### config.mk
export PLATFORM = sky130hd
export DESIGN_NAME = sys_timer
export DESIGN_NICKNAME = d
export VERILOG_FILES = /design/src/rtl/st_pkg.sv /design/src/rtl/st_counter.sv /design/src/rtl/st_channel.sv /design/src/rtl/st_regdec.sv /design/src/rtl/sys_timer.sv
export SDC_FILE = /design/constraint.sdc
export NUM_CORES = 1
export LEC_CHECK = 0
export BUFFER_PORTS_ARGS = -buffer_cell sky130_fd_sc_hd__buf_2
export CAP_MARGIN = 0
export CORE_MARGIN = 3
export CORE_UTILIZATION = 55
export CTS_CLUSTER_DIAMETER = 40
export DETAILED_ROUTE_END_ITERATION = 12
export PLACE_DENSITY = 0.83
export RECOVER_POWER = 50
export SLEW_MARGIN = 20
export SYNTH_ARGS = -nofsm -noshare
export SYNTH_HDL_FRONTEND = slang
export SYNTH_SLANG_ARGS = --single-unit
### constraint.sdc
create_clock -name clk -period 5.8 [get_ports clk]
set_clock_uncertainty 0.1 [all_clocks]
set_input_delay 0.87 -clock clk [delete_from_list [all_inputs] [get_ports clk]]
set_output_delay 0.87 -clock clk [all_outputs]
set_load 0.01 [all_outputs]
### src/rtl/st_pkg.sv
package st_pkg;
    localparam int DATA_W     = 32;
    // word indices inside the register window
    localparam int IDX_CTRL   = 0;
    localparam int IDX_CNT_LO = 1;
    localparam int IDX_CNT_HI = 2;
    localparam int IDX_CMP0   = 3;

    function automatic int map_words(input int n_ch);
        return IDX_CMP0 + n_ch;
    endfunction
endpackage

### src/rtl/st_counter.sv
module st_counter #(
    parameter int CNT_W = 64
) (
    input  logic             clk,
    input  logic             rst_n,
    input  logic             tick,
    output logic [CNT_W-1:0] cnt_q
);
    logic [CNT_W-1:0] cnt_d;

    always_comb begin
        cnt_d = cnt_q;
        if (tick) cnt_d = cnt_q + CNT_W'(1);
    end

    always_ff @(posedge clk or negedge rst_n) begin
        if (!rst_n) cnt_q <= '0;
        else        cnt_q <= cnt_d;
    end

    p_step_r2: assert property (@(posedge clk) disable iff (!rst_n)
        tick |=> cnt_q == $past(cnt_q) + CNT_W'(1));
    p_hold_r2: assert property (@(posedge clk) disable iff (!rst_n)
        !tick |=> $stable(cnt_q));
endmodule

### src/rtl/st_channel.sv
module st_channel #(
    parameter int CMP_W = 32
) (
    input  logic             clk,
    input  logic             rst_n,
    input  logic             tick,
    input  logic [CMP_W-1:0] cnt_lo,
    input  logic             cmp_we,
    input  logic [CMP_W-1:0] cmp_wdata,
    input  logic             clr,
    output logic [CMP_W-1:0] cmp_q,
    output logic             pend_q
);
    typedef struct packed {
        logic [CMP_W-1:0] cmp;
        logic             pend;
    } ch_state_t;

    ch_state_t st_d, st_q;
    logic      hit;

    always_comb begin
        st_d = st_q;
        // compare uses the target held during this cycle
        hit  = tick && (cnt_lo == st_q.cmp);
        if (cmp_we) st_d.cmp = cmp_wdata;
        // a match outranks a software clear
        st_d.pend = hit | (st_q.pend & ~clr);
    end

    always_ff @(posedge clk or negedge rst_n) begin
        if (!rst_n) st_q <= '0;
        else        st_q <= st_d;
    end

    assign cmp_q  = st_q.cmp;
    assign pend_q = st_q.pend;

    p_match_sets_r3: assert property (@(posedge clk) disable iff (!rst_n)
        (tick && cnt_lo == cmp_q) |=> pend_q);
    p_sticky_r6: assert property (@(posedge clk) disable iff (!rst_n)
        (pend_q && !clr) |=> pend_q);
    p_clear_r7: assert property (@(posedge clk) disable iff (!rst_n)
        (pend_q && clr && !(tick && cnt_lo == cmp_q)) |=> !pend_q);
    p_quiet_r11: assert property (@(posedge clk) disable iff (!rst_n)
        (!pend_q && !tick) |=> !pend_q);
    p_cmp_load_r8: assert property (@(posedge clk) disable iff (!rst_n)
        cmp_we |=> cmp_q == $past(cmp_wdata));
endmodule

### src/rtl/st_regdec.sv
module st_regdec
    import st_pkg::*;
#(
    parameter int N_CH  = 4,
    parameter int CNT_W = 64,
    parameter int AW    = 5
) (
    input  logic                   wr_en,
    input  logic [AW-1:0]          addr,
    input  logic [DATA_W-1:0]      wdata,
    input  logic [N_CH-1:0]        pend,
    input  logic [CNT_W-1:0]       cnt,
    input  logic [N_CH*DATA_W-1:0] cmp_flat,
    output logic [N_CH-1:0]        clr,
    output logic [N_CH-1:0]        cmp_we,
    output logic [DATA_W-1:0]      rdata
);
    localparam int WIW = AW - 2;

    logic           aligned;
    logic [WIW-1:0] widx;

    assign aligned = (addr[1:0] == 2'b00);
    assign widx    = addr[AW-1:2];

    always_comb begin
        rdata = '0;
        if (aligned) begin
            if (widx == WIW'(IDX_CTRL))   rdata = DATA_W'(pend);
            if (widx == WIW'(IDX_CNT_LO)) rdata = cnt[DATA_W-1:0];
            if (widx == WIW'(IDX_CNT_HI)) rdata = DATA_W'(cnt >> DATA_W);
            for (int i = 0; i < N_CH; i++) begin
                if (widx == WIW'(IDX_CMP0 + i)) rdata = cmp_flat[i*DATA_W +: DATA_W];
            end
        end
    end

    generate
        for (genvar g = 0; g < N_CH; g++) begin : g_strobe
            assign clr[g]    = wr_en && aligned && (widx == WIW'(IDX_CTRL)) && wdata[g];
            assign cmp_we[g] = wr_en && aligned && (widx == WIW'(IDX_CMP0 + g));
        end
    endgenerate
endmodule

### src/rtl/sys_timer.sv
module sys_timer
    import st_pkg::*;
#(
    parameter int N_CH  = 4,
    parameter int CNT_W = 64,
    parameter int AW    = $clog2(map_words(N_CH) * 4)
) (
    input  logic              clk,
    input  logic              rst_n,
    input  logic              tick_en,
    input  logic              wr_en,
    input  logic [AW-1:0]     addr,
    input  logic [DATA_W-1:0] wdata,
    output logic [DATA_W-1:0] rdata,
    output logic [N_CH-1:0]   irq
);
    logic [CNT_W-1:0]       cnt_q;
    logic [N_CH-1:0]        pend;
    logic [N_CH-1:0]        clr;
    logic [N_CH-1:0]        cmp_we;
    logic [N_CH*DATA_W-1:0] cmp_flat;

    st_counter #(.CNT_W(CNT_W)) u_cnt (
        .clk(clk), .rst_n(rst_n), .tick(tick_en), .cnt_q(cnt_q)
    );

    generate
        for (genvar g = 0; g < N_CH; g++) begin : g_ch
            st_channel #(.CMP_W(DATA_W)) u_ch (
                .clk      (clk),
                .rst_n    (rst_n),
                .tick     (tick_en),
                .cnt_lo   (cnt_q[DATA_W-1:0]),
                .cmp_we   (cmp_we[g]),
                .cmp_wdata(wdata),
                .clr      (clr[g]),
                .cmp_q    (cmp_flat[g*DATA_W +: DATA_W]),
                .pend_q   (pend[g])
            );
        end
    endgenerate

    st_regdec #(.N_CH(N_CH), .CNT_W(CNT_W), .AW(AW)) u_dec (
        .wr_en(wr_en), .addr(addr), .wdata(wdata), .pend(pend),
        .cnt(cnt_q), .cmp_flat(cmp_flat),
        .clr(clr), .cmp_we(cmp_we), .rdata(rdata)
    );

    assign irq = pend;

    p_status_read_r9: assert property (@(posedge clk) disable iff (!rst_n)
        (addr == AW'(0)) |-> (rdata == DATA_W'(irq)));
    p_cnt_lo_read_r9: assert property (@(posedge clk) disable iff (!rst_n)
        (addr == AW'(IDX_CNT_LO * 4)) |-> (rdata == cnt_q[DATA_W-1:0]));
    p_misaligned_r10: assert property (@(posedge clk) disable iff (!rst_n)
        (addr[1:0] != 2'b00) |-> (rdata == '0));
endmodule

==> flow_summary.json <==
{
  "synth-simple-area-share": 0.1290,
  "clk_pin_slew_ps": 70,
  "maxSlewViolCount": 118,
  "powerDensity_mw_per_mm2": 321.6,
  "worst_ep_arrival_time_ps": 3500,
  "fin_crit_ps": 4473,
  "crit_path_start_kind": "primary input",
  "rsz0062_at_grt": "false",
  "dr.first_iter.drc_count": 1159,
  "synth_top_family_by_area": "XOR/XNOR gates",
  "ys_warn_count": 0,
  "grt_max_degree": 118,
  "antenna_found_initial": 1,
  "nets": 1132,
  "cts_tree": "done",
  "rows": 51,
  "start_util": 0.5670,
  "die-area_mm2": 0.02208,
  "setup_violations": 0,
  "synthAdderAreaFrac": 0.001119,
  "async_reset_ff_frac": 1.000,
  "die_h_um": 148.6,
  "avgSynthCellArea_um2": 10.42,
  "cts-root-buf": "clkbuf_16",
  "syn2layout_area_growth_pct": 8.762,
  "grtUsageMet3": 0.08470,
  "worstSetupEndpointType": "primary output",
  "final.setup.tns_ps": 0,
  "grt_pass1_vias": 8575,
  "fin_crit_sh": 0.7712,
  "diodes": 0,
  "grt_usage": 0.3018,
  "vias_per_cell": 6.531,
  "ys_types": 44,
  "timing_hold_violations_final": 0,
  "use_met2": 0.4562,
  "cts_setup_buffers": 0,
  "hold_buffers": 0,
  "vias": 8935,
  "hold_path_class": "reg -> reg",
  "clockBufferDepth": 2,
  "total_power_mw": 3.911,
  "layout_common_cells": "dfrtp_1 (196), mux2_2 (141), xor2_1 (105)",
  "grt_pass1_wl_um": 50760,
  "gr-total-overflow": 0,
  "synthXorXnorAreaFrac": 0.1488,
  "drc": 0,
  "fin_area_mm2": 0.01216,
  "p_leak_nw": 5.567,
  "port_buffers": 76,
  "fp.dieW_um": 148.6,
  "top_usage_layer": "met2",
  "synth_edf_count": 0,
  "max_cap_violations": 1,
  "ir_drop_v": 0.0002278,
  "violations": "capacitance limit, slew limit",
  "path_max_fanout": 37,
  "seq_area_frac_synth": 0.4387,
  "layout_commonest_cell": "dfrtp_1",
  "pin_count": 77,
  "place_congestion": 1.019,
  "synthCells": 1073,
  "dp_hpwl_um": 22990,
  "setup.worst_path.class": "in -> out",
  "routedWlPerCell_um": 23.92,
  "cts_buffers": 17,
  "ant_nets": 0,
  "placed_cell_area_mm2": 0.01157,
  "firstDrtPassIters": 6,
  "syn_area_mm2": 0.01118,
  "dp.cells": 1336,
  "cts_resized": 0,
  "finalNonFillerCells": 1368,
  "synth-seq-cells": 196,
  "muxShareOfSynthArea": 0.1456,
  "drive_above_1_share": 0.2430,
  "worst_pin_slew_ps": 2993,
  "fp.coreArea_mm2": 0.01972,
  "crit_required_ps": 4830,
  "use_met1": 0.4125,
  "outcome": "finished, violations left",
  "routed_wl_um": 32720,
  "ys.flop_type": "dfrtp_1",
  "relSlewSlack": -0.9953,
  "synth-compound-area-share": 0.09120,
  "fmax_mhz": 223.6,
  "clock-sinks": 196,
  "htreeDepth": 4,
  "synth_nets": 1115,
  "clk_latency_ps": 450
}
power breakdown:
| part | internal (mW) | total (mW) | switching (mW) |
|---|---|---|---|
| Clock | 0.737 | 1.28 | 0.538 |
| Sequential | 1.56 | 1.84 | 0.281 |
| Combinational | 0.373 | 0.791 | 0.418 |
| Total | 2.67 | 3.91 | 1.24 |
through the flow:
step / hold slack, ps / setup slack, ps / utilization
floorplan: 341.6 / 2448 / -
global placement: 361.9 / 1553 / 0.5866
detailed placement: 363.5 / 1470 / 0.5866
CTS: 375.2 / 1433 / 0.6184
global route: 392.5 / 973.6 / 0.6167
finish: 378.7 / 1327 / 0.6167
final cells by class:
cell class                      count  area (um^2)
Fill cell                        1541         7557
Multi-Input combinational cell    770         5768
Sequential cell                   196         4905
Timing Repair Buffer               90        473.0
Clock buffer                       21        450.4
Tap cell                          265        331.6
Clock inverter                     11        176.4
Inverter                           15        56.30
path summary, 6_finish.rpt:
check | from | endpoint | slack (ps) | depth (start not counted)
worst max register to register | u_cnt.cnt_q[2] | u_cnt.cnt_q[51] | 2340 | 5
min in group asynchronous | rst_n | g_ch[1].u_ch.cmp_q[9] | 1200 | 1
worst min register to register | u_cnt.cnt_q[63] | u_cnt.cnt_q[63] | 380 | 1
worst min-delay path | u_cnt.cnt_q[63] | u_cnt.cnt_q[63] | 380 | 1
max in group asynchronous | rst_n | u_cnt.cnt_q[34] | 1580 | 2
worst max-delay path | addr[3] | rdata[23] | 1330 | 8
Yosys cell counts, types with 6 or more instances:
master,count,area share
buf_2,21,0.0094
nand4_1,43,0.024
mux2_2,141,0.14
buf_4,6,0.0040
a21oi_1,33,0.015
nor3_1,21,0.0094
inv_1,15,0.0050
and3_1,6,0.0034
xor2_1,105,0.082
o21ai_0,56,0.025
a211oi_1,28,0.019
clkbuf_1,57,0.019
nand2_1,48,0.016
nor4_1,25,0.014
a221oi_1,28,0.022
nand3_1,22,0.0098
nor2_1,78,0.026
xnor2_1,85,0.067
dfrtp_1,196,0.44
cells by family after synthesis:
group                    Yosys count
AND/OR/NAND/NOR                  276
flip-flops                       196
XOR/XNOR                         190
AO/OA/AOI/OAI                    158
multiplexers                     145
buffers and inverters            107
adder cells (fa/ha/maj)            1
sequential cells by signal (all words and copies together) (netlist names):
signal	count
u_cnt.cnt_q	64
g_ch.u_ch.cmp_q	128
g_ch.u_ch.pend_q	4
worst max-delay path, stage by stage:
cell      delay [ps]
buf_2            620
nor2b_2          270
buf_4            360
nand2_1          450
buf_4            420
o21ai_0          230
a211oi_1          80
buf_2            160
metal layers:
layer	wire length [um]	up-vias	share of wire
met5	7	-	0.00021
met4	1481	2	0.045
met3	3588	120	0.11
met2	14820	604	0.45
met1	12820	4370	0.39
li1	-	3839	-
Note: power is estimated with default switching activity, not from simulation.
